**config.mk**
```make
export PLATFORM = sky130hd
export DESIGN_NAME = td_status_unit
export DESIGN_NICKNAME = d
export VERILOG_FILES = /design/src/rtl/tdsu_pkg.sv /design/src/rtl/tdsu_token_dec.sv /design/src/rtl/tdsu_retry.sv /design/src/rtl/tdsu_eval.sv /design/src/rtl/td_status_unit.sv
export SDC_FILE = /design/constraint.sdc
export NUM_CORES = 1
export LEC_CHECK = 0
export ABC_AREA = 0
export ABC_CLOCK_PERIOD_IN_PS = 830
export BUFFER_PORTS_ARGS = -buffer_cell sky130_fd_sc_hd__buf_2
export CAP_MARGIN = 15
export CORE_AREA = 2 2 94 96
export CTS_CLUSTER_SIZE = 14
export DETAILED_ROUTE_END_ITERATION = 10
export DIE_AREA = 0 0 96 98
export PLACE_DENSITY = 0.79
export SYNTH_ARGS = -nofsm -noshare
export SYNTH_HDL_FRONTEND = slang
export SYNTH_SLANG_ARGS = --single-unit
```
**constraint.sdc**
```tcl
create_clock -name clk -period 0.83 [get_ports clk]
set_input_delay 0.1245 -clock clk [delete_from_list [all_inputs] [get_ports clk]]
set_output_delay 0.1245 -clock clk [all_outputs]
set_load 0.01 [all_outputs]
```
**src/rtl/tdsu_pkg.sv**
```systemverilog
`timescale 1ns/1ps
package tdsu_pkg;
  localparam int WORD_W = 32;
  localparam int LEN_W  = 11;

  // control word bit positions
  localparam int B_SPD   = 29;
  localparam int B_EHI   = 28;
  localparam int B_ELO   = 27;
  localparam int B_ISO   = 25;
  localparam int B_IOC   = 24;
  localparam int B_ACT   = 23;
  localparam int B_STALL = 22;
  localparam int B_BAB   = 20;
  localparam int B_NAK   = 19;
  localparam int B_TOUT  = 18;

  localparam logic [7:0] PID_SETUP = 8'h2D;
  localparam logic [7:0] PID_IN    = 8'h69;
  localparam logic [7:0] PID_OUT   = 8'hE1;

  localparam logic [2:0] RSP_DATA   = 3'd0;
  localparam logic [2:0] RSP_NODEV  = 3'd1;
  localparam logic [2:0] RSP_NAK    = 3'd2;
  localparam logic [2:0] RSP_STALL  = 3'd3;
  localparam logic [2:0] RSP_BABBLE = 3'd4;
  localparam logic [2:0] RSP_TOUT   = 3'd5;

  localparam logic [1:0] RES_OK    = 2'd0;
  localparam logic [1:0] RES_SKIP  = 2'd1;
  localparam logic [1:0] RES_ABORT = 2'd2;

  typedef struct packed {
    logic [7:0]       pid;
    logic [6:0]       addr;
    logic [3:0]       ep;
    logic [LEN_W-1:0] maxlen;
  } tok_t;

  typedef struct packed {
    logic [WORD_W-1:0] ctrl;
    logic [1:0]        res;
    logic [1:0]        cause;
    logic              usb_err;
    logic              proc_err;
    logic              chg;
  } upd_t;
endpackage

```
**src/rtl/tdsu_token_dec.sv**
```systemverilog
`timescale 1ns/1ps
module tdsu_token_dec
  import tdsu_pkg::*;
(
  input  logic [WORD_W-1:0] token,
  output tok_t              fields
);
  always_comb begin
    fields.pid    = token[7:0];
    fields.addr   = token[14:8];
    fields.ep     = token[18:15];
    fields.maxlen = token[31:21] + 11'd1;
  end
endmodule

```
**src/rtl/tdsu_retry.sv**
```systemverilog
`timescale 1ns/1ps
module tdsu_retry (
  input  logic [1:0] cnt_in,
  output logic [1:0] cnt_out,
  output logic       exhausted
);
  always_comb begin
    cnt_out   = (cnt_in == 2'd0) ? 2'd0 : cnt_in - 2'd1;
    exhausted = (cnt_in == 2'd1);
  end
endmodule

```
**src/rtl/tdsu_eval.sv**
```systemverilog
`timescale 1ns/1ps
module tdsu_eval
  import tdsu_pkg::*;
#(
  parameter int CNT_W = 12
) (
  input  logic [WORD_W-1:0] ctrl,
  input  tok_t              tok,
  input  logic [2:0]        rsp,
  input  logic [CNT_W-1:0]  count,
  output upd_t              upd
);
  logic             is_in, is_setup, pid_ok, over, to_path;
  logic [2:0]       eff;
  logic [LEN_W-1:0] len;
  logic [1:0]       ecnt_nxt;
  logic             ecnt_zero;

  tdsu_retry u_retry (
    .cnt_in    (ctrl[B_EHI:B_ELO]),
    .cnt_out   (ecnt_nxt),
    .exhausted (ecnt_zero)
  );

  always_comb begin
    is_in    = (tok.pid == PID_IN);
    is_setup = (tok.pid == PID_SETUP);
    pid_ok   = is_in || is_setup || (tok.pid == PID_OUT);
    over     = is_in && (rsp == RSP_DATA) && (count > CNT_W'(tok.maxlen));
    eff      = over ? RSP_BABBLE : rsp;
    len      = is_in ? count[LEN_W-1:0] : tok.maxlen;
    to_path  = 1'b0;

    upd.ctrl     = ctrl;
    upd.res      = RES_SKIP;
    upd.cause    = {1'b0, ctrl[B_IOC]};
    upd.usb_err  = 1'b0;
    upd.proc_err = 1'b0;

    if (ctrl[B_ACT]) begin
      if (!pid_ok) begin
        upd.proc_err = 1'b1;
        upd.res      = RES_ABORT;
      end else begin
        if (ctrl[B_ISO]) upd.ctrl[B_ACT] = 1'b0;
        case (eff)
          RSP_DATA: begin
            upd.ctrl[LEN_W-1:0] = len - 11'd1;
            upd.ctrl[B_ACT]     = 1'b0;
            if (is_in && ctrl[B_SPD] && (len < tok.maxlen)) begin
              upd.cause[1] = 1'b1;
              upd.res      = RES_SKIP;
            end else begin
              upd.res      = RES_OK;
            end
          end
          RSP_NAK: begin
            upd.ctrl[B_NAK] = 1'b1;
            to_path         = is_setup;
          end
          RSP_STALL: begin
            upd.ctrl[B_STALL] = 1'b1;
            upd.ctrl[B_ACT]   = 1'b0;
          end
          RSP_BABBLE: begin
            upd.ctrl[B_BAB]   = 1'b1;
            upd.ctrl[B_STALL] = 1'b1;
            upd.ctrl[B_ACT]   = 1'b0;
            upd.res           = RES_ABORT;
          end
          default: to_path = 1'b1;
        endcase
        if (to_path) begin
          upd.ctrl[B_TOUT]        = 1'b1;
          upd.ctrl[B_EHI:B_ELO]   = ecnt_nxt;
          if (ecnt_zero) begin
            upd.ctrl[B_ACT] = 1'b0;
            upd.usb_err     = 1'b1;
          end
        end
      end
    end
    upd.chg = (upd.ctrl != ctrl);
  end
endmodule

```
**src/rtl/td_status_unit.sv**
```systemverilog
`timescale 1ns/1ps
module td_status_unit
  import tdsu_pkg::*;
#(
  parameter int CNT_W = 12
) (
  input  logic             clk,
  input  logic             rst_n,
  input  logic             in_valid,
  input  logic [31:0]      ctrl_in,
  input  logic [31:0]      token_in,
  input  logic [2:0]       rsp_code,
  input  logic [CNT_W-1:0] rsp_count,
  output logic             out_valid,
  output logic [31:0]      ctrl_out,
  output logic [1:0]       result,
  output logic [1:0]       cause,
  output logic             set_usb_err,
  output logic             set_proc_err,
  output logic             changed,
  output logic [7:0]       tok_pid,
  output logic [6:0]       tok_addr,
  output logic [3:0]       tok_ep,
  output logic [10:0]      tok_maxlen
);
  tok_t tok_d, tok_q;
  upd_t upd_d, upd_q;
  logic vld_q;

  tdsu_token_dec u_dec (.token(token_in), .fields(tok_d));

  tdsu_eval #(.CNT_W(CNT_W)) u_eval (
    .ctrl  (ctrl_in),
    .tok   (tok_d),
    .rsp   (rsp_code),
    .count (rsp_count),
    .upd   (upd_d)
  );

  always_ff @(posedge clk or negedge rst_n) begin
    if (!rst_n) begin
      vld_q <= 1'b0;
      tok_q <= '0;
      upd_q <= '0;
    end else begin
      vld_q <= in_valid;
      if (in_valid) begin
        tok_q <= tok_d;
        upd_q <= upd_d;
      end
    end
  end

  assign out_valid    = vld_q;
  assign ctrl_out     = upd_q.ctrl;
  assign result       = upd_q.res;
  assign cause        = upd_q.cause;
  assign set_usb_err  = upd_q.usb_err;
  assign set_proc_err = upd_q.proc_err;
  assign changed      = upd_q.chg;
  assign tok_pid      = tok_q.pid;
  assign tok_addr     = tok_q.addr;
  assign tok_ep       = tok_q.ep;
  assign tok_maxlen   = tok_q.maxlen;

  // one accepted word yields one valid output cycle
  a_r2_valid_follows: assert property (@(posedge clk) disable iff (!rst_n)
    1'b1 |=> (out_valid == $past(in_valid)));
  // inactive descriptors pass through as skip
  a_r3_inactive_skip: assert property (@(posedge clk) disable iff (!rst_n)
    (in_valid && !ctrl_in[B_ACT]) |=>
      (result == RES_SKIP && ctrl_out == $past(ctrl_in) && !changed && !set_usb_err));
  // completion cause tracks bit 24
  a_r3_ioc_cause: assert property (@(posedge clk) disable iff (!rst_n)
    in_valid |=> (cause[0] == $past(ctrl_in[B_IOC])));
  // process error aborts without touching the word
  a_r4_perr_abort: assert property (@(posedge clk) disable iff (!rst_n)
    (out_valid && set_proc_err) |-> (result == RES_ABORT && !changed));
  // exhausted counter leaves descriptor retired
  a_r8_err_retires: assert property (@(posedge clk) disable iff (!rst_n)
    (out_valid && set_usb_err) |->
      (!ctrl_out[B_ACT] && ctrl_out[B_EHI:B_ELO] == 2'd0 && ctrl_out[B_TOUT]));
  // babble response aborts with stall marked
  a_r10_babble_abort: assert property (@(posedge clk) disable iff (!rst_n)
    (in_valid && ctrl_in[B_ACT] && rsp_code == RSP_BABBLE &&
     (token_in[7:0] == PID_IN || token_in[7:0] == PID_OUT || token_in[7:0] == PID_SETUP)) |=>
      (result == RES_ABORT && ctrl_out[B_STALL] && ctrl_out[B_BAB] && !ctrl_out[B_ACT]));
  // write-back flag matches a real difference
  a_r12_changed: assert property (@(posedge clk) disable iff (!rst_n)
    out_valid |-> (changed == (ctrl_out != $past(ctrl_in))));
endmodule

```
==> run summary <==
global-route congestion overflow total -> 0
Area growth syn-to-layout -> 84.9%
cell area after synthesis -> 0.00409 mm²
required time of the critical path -> 1090 ps
worst-case reg-to-reg path depth -> 4
TritonRoute pass-1 iters -> 6
antenna violation net count after detailed routing -> 0
total setup violations reported at the end of the flow -> 116
Final min period -> 3030 ps
largest fanout on the critical path -> 3
peak per-stage delay on the critical path -> 400 ps
worst path setup slack after routing -> -2200 ps
post-route clock period utilization -> 365%
count of max-cap constraint violations -> 0
Worst Skew -> 0 ps
I/O pin count -> 152
CTS tree -> done
cell area after placement -> 0.00589 mm²
max-slew headroom at the worst pin -> 55.4%
number of CTS-inserted buffers -> 9
cells after synthesis -> 396
worst hold path class -> input pin to flip-flop
most used cell, CP -> sky130_fd_sc_hd__buf_6
worst hold path cell count -> 2
count of pins over their slew limit -> 0
placement-stage worst setup slack -> -2300 ps
initial antenna violation count -> 1
post-route design area -> 0.00756 mm²
worst ir drop on vdd -> 1360 µV
share of final-layout standard cells stronger than drive strength 1 -> 67.8%
slew at the pin with the worst max-slew slack -> 660 ps
unrepaired setup endpoints after global routing -> yes
register area share after synthesis -> 42.2%
flop2flop setup slack -> -210 ps
chain of cells forming the critical path -> buf_6, nand4_1, or3_1, and2_4, buf_6, buf_6, a21o_1, inv_2, ha_4, o211a_4, a31oi_1, o221ai_2, a221oi_2, nor3_2, nor2_1, mux2_4
pwr/cell area -> 1400 mW/mm²
Via-to-Cell Ratio -> 6.24
half-perimeter wire length after placement -> 9.31 mm
number of standard-cell rows in the floorplan -> 34
asr flop ratio synth -> 100%
Worst path slowest cell -> sky130_fd_sc_hd__or3_1
classification of the worst setup path -> input pin to flip-flop
die area -> 0.00941 mm²
post-synthesis net count -> 496
cell family with the largest share of critical-path delay -> compound AO/OA/AOI/OAI gates
EDFF count, synth -> 0
Starting Density -> 48.3%
clock tree root buffer cell -> sky130_fd_sc_hd__clkbuf_8
core area -> 0.00847 mm²
DRC violation count after routing -> 0
post-detailed-route wirelength per cell -> 24.2 µm
top achievable clock speed -> 0.330 GHz
final hold slack -> 13.1 ps
static leakage -> 3.63 nW
Die X-Extent -> 96 µm
type of element launching the critical path -> input pin
number of violations reported at the end of detailed-routing iteration 0 -> 520
Worst EP arrival -> 3300 ps
status -> finished with violations
buffers added on ports -> 149
clock-pin transition on the worst setup and hold timing paths -> 80 ps
hold violation total from the final report -> 0
post-synthesis average cell area -> 10.3 µm²
Distinct cells, synth -> 63
number of antenna diodes -> 0
sinks on the clock net -> 69
vertical extent of the die -> 98 µm
number of global-route vias before repair -> 5039
violated checks -> setup timing
kind of capture point of the worst setup path -> flip-flop
flops & latches, synth -> 69
leading register cell type out of synthesis -> sky130_fd_sc_hd__dfrtp_1
total stage count of the critical path -> 16
GRT Overall Usage -> 35.1%
final weighted congestion in routability-driven placement -> 0.942
worst skew pair latency -> 330 ps
total number of vias -> 5203
CTS Buffer Depth -> 2
number of nets at the end of the flow -> 821
total length of routed wires -> 20.2 mm
# H-tree levels -> 3
pin count of the biggest net entering global routing -> 69
number of warning messages in the yosys log -> 0
fillcell total -> 346
wire length of the first global-routing pass -> 25.4 mm
number of buffer and inverter instances along the worst setup path -> 4
==> path summary, 6_finish.rpt <==
kind | endpoint | start
min | tok_ep[0] | token_in[15]
min reg2reg | tok_addr[3] | tok_addr[3]
max in group asynchronous | tok_maxlen[1] | rst_n
max | cause[1] | token_in[25]
min in group asynchronous | ctrl_out[14] | rst_n
max reg2reg | ctrl_out[19] | ctrl_out[19]
==> through the flow <==
stage | util (%) | instances | power (mW) | TNS [ps]
global route | 89.3 | 834 | 10.9 | -54420
floorplan | - | 396 | 5.18 | -32400
CTS | 83.4 | 807 | 9.73 | -42490
finish | 89.3 | 834 | 10.6 | -50860
detailed placement | 69.6 | 732 | 6.38 | -47450
global placement | 69.6 | 732 | 6.28 | -45620
==> kinds of logic after synthesis <==
| kind of cell | Yosys count | synth area share [%] |
|---|---|---|
| multiplexers | 57 | 15.5 |
| flip-flops | 69 | 42.2 |
| XOR/XNOR | 19 | 4.44 |
| adder cells (fa/ha/maj) | 18 | 5.51 |
| AND/OR/NAND/NOR | 114 | 14.7 |
| AO/OA/AOI/OAI | 82 | 13.8 |
| buffers and inverters | 37 | 3.82 |
==> layer usage <==
metal  vias up  global-route usage, %  wire length, µm  share of wire [%]
li1       2101                      -                -                  -
met1      2461                   39.1             6940                 34
met2       460                   60.3             9480                 47
met3       179                   7.95             1970                9.7
met4         2                   19.9             1800                8.9
met5         -                      0               13              0.064
==> cells in the mapped netlist (7+ instances only) <==
| master | n | share of area (%) |
|---|---|---|
| sky130_fd_sc_hd__inv_1 | 18 | 1.7 |
| sky130_fd_sc_hd__a21oi_1 | 26 | 3.2 |
| sky130_fd_sc_hd__mux2i_1 | 9 | 2.2 |
| sky130_fd_sc_hd__o21ai_0 | 11 | 1.3 |
| sky130_fd_sc_hd__xnor2_1 | 10 | 2.1 |
| sky130_fd_sc_hd__xor2_1 | 8 | 1.7 |
| sky130_fd_sc_hd__nand2_1 | 13 | 1.2 |
| sky130_fd_sc_hd__nand3_1 | 10 | 1.2 |
| sky130_fd_sc_hd__nor3_1 | 13 | 1.6 |
| sky130_fd_sc_hd__mux2_2 | 45 | 12 |
| sky130_fd_sc_hd__a31oi_1 | 7 | 1.1 |
| sky130_fd_sc_hd__nand4_1 | 7 | 1.1 |
| sky130_fd_sc_hd__clkbuf_1 | 10 | 0.92 |
| sky130_fd_sc_hd__nor2_1 | 37 | 3.4 |
| sky130_fd_sc_hd__dfrtp_1 | 69 | 42 |
| sky130_fd_sc_hd__ha_1 | 18 | 5.5 |
==> layout by cell type (no fill, tap or decap), types with 5 or more instances in the layout <==
master,synthesis,layout
sky130_fd_sc_hd__a21o_1,5,5
sky130_fd_sc_hd__a21oi_1,26,11
sky130_fd_sc_hd__a21oi_2,0,13
sky130_fd_sc_hd__a31oi_1,7,5
sky130_fd_sc_hd__buf_2,5,117
sky130_fd_sc_hd__buf_4,1,142
sky130_fd_sc_hd__buf_6,1,63
sky130_fd_sc_hd__clkbuf_8,0,10
sky130_fd_sc_hd__dfrtp_1,69,69
sky130_fd_sc_hd__ha_1,18,9
sky130_fd_sc_hd__ha_4,0,5
sky130_fd_sc_hd__inv_1,18,16
sky130_fd_sc_hd__mux2_2,45,23
sky130_fd_sc_hd__mux2_4,1,25
sky130_fd_sc_hd__mux2i_1,9,8
sky130_fd_sc_hd__nand2_1,13,8
sky130_fd_sc_hd__nand3_1,10,5
sky130_fd_sc_hd__nand4_1,7,7
sky130_fd_sc_hd__nor2_1,37,32
sky130_fd_sc_hd__nor3_1,13,7
sky130_fd_sc_hd__o21ai_0,11,6
sky130_fd_sc_hd__xnor2_1,10,7
sky130_fd_sc_hd__xor2_1,8,6
==> layout make-up <==
cell class | count | area, µm² | share of cell area, %
Sequential cell | 69 | 1730 | 22.8
Timing Repair Buffer | 332 | 2520 | 33.3
Multi-Input combinational cell | 291 | 2920 | 38.6
Inverter | 18 | 67.6 | 0.893
Clock inverter | 6 | 62.6 | 0.827
Clock buffer | 10 | 138 | 1.82
Tap cell | 108 | 135 | 1.79
==> report_power, final <==
part	switching (mW)	total, mW	internal, mW
clock	1.37	2.84	1.47
sequential	0.230	3.91	3.68
combinational	1.81	3.81	1.99
==> flip-flops by register name, summed over array words and instances (netlist names) <==
name,count
cause,1
changed,1
ctrl_out,32
out_valid,1
result,2
set_proc_err,1
set_usb_err,1
tok_addr,7
tok_ep,4
tok_maxlen,11
tok_pid,8
==> worst register-to-register path: stages (launching register included) <==
cell                      delay (ps)
sky130_fd_sc_hd__dfrtp_1         430
sky130_fd_sc_hd__buf_4           150
sky130_fd_sc_hd__buf_4           130
sky130_fd_sc_hd__nor2_1          110
sky130_fd_sc_hd__a21oi_1          90
==> repair_timing <==
action                                 4_1_cts  5_1_grt
cloned                                       1        0
pin swaps                                   48       25
resized for setup                          103       67
setup endpoints to repair                  102      108
endpoints found under the hold margin       71        0
hold buffers                                 3        0
setup buffers                               64       35
No activity file was read; power rests on OpenSTA's default activity.
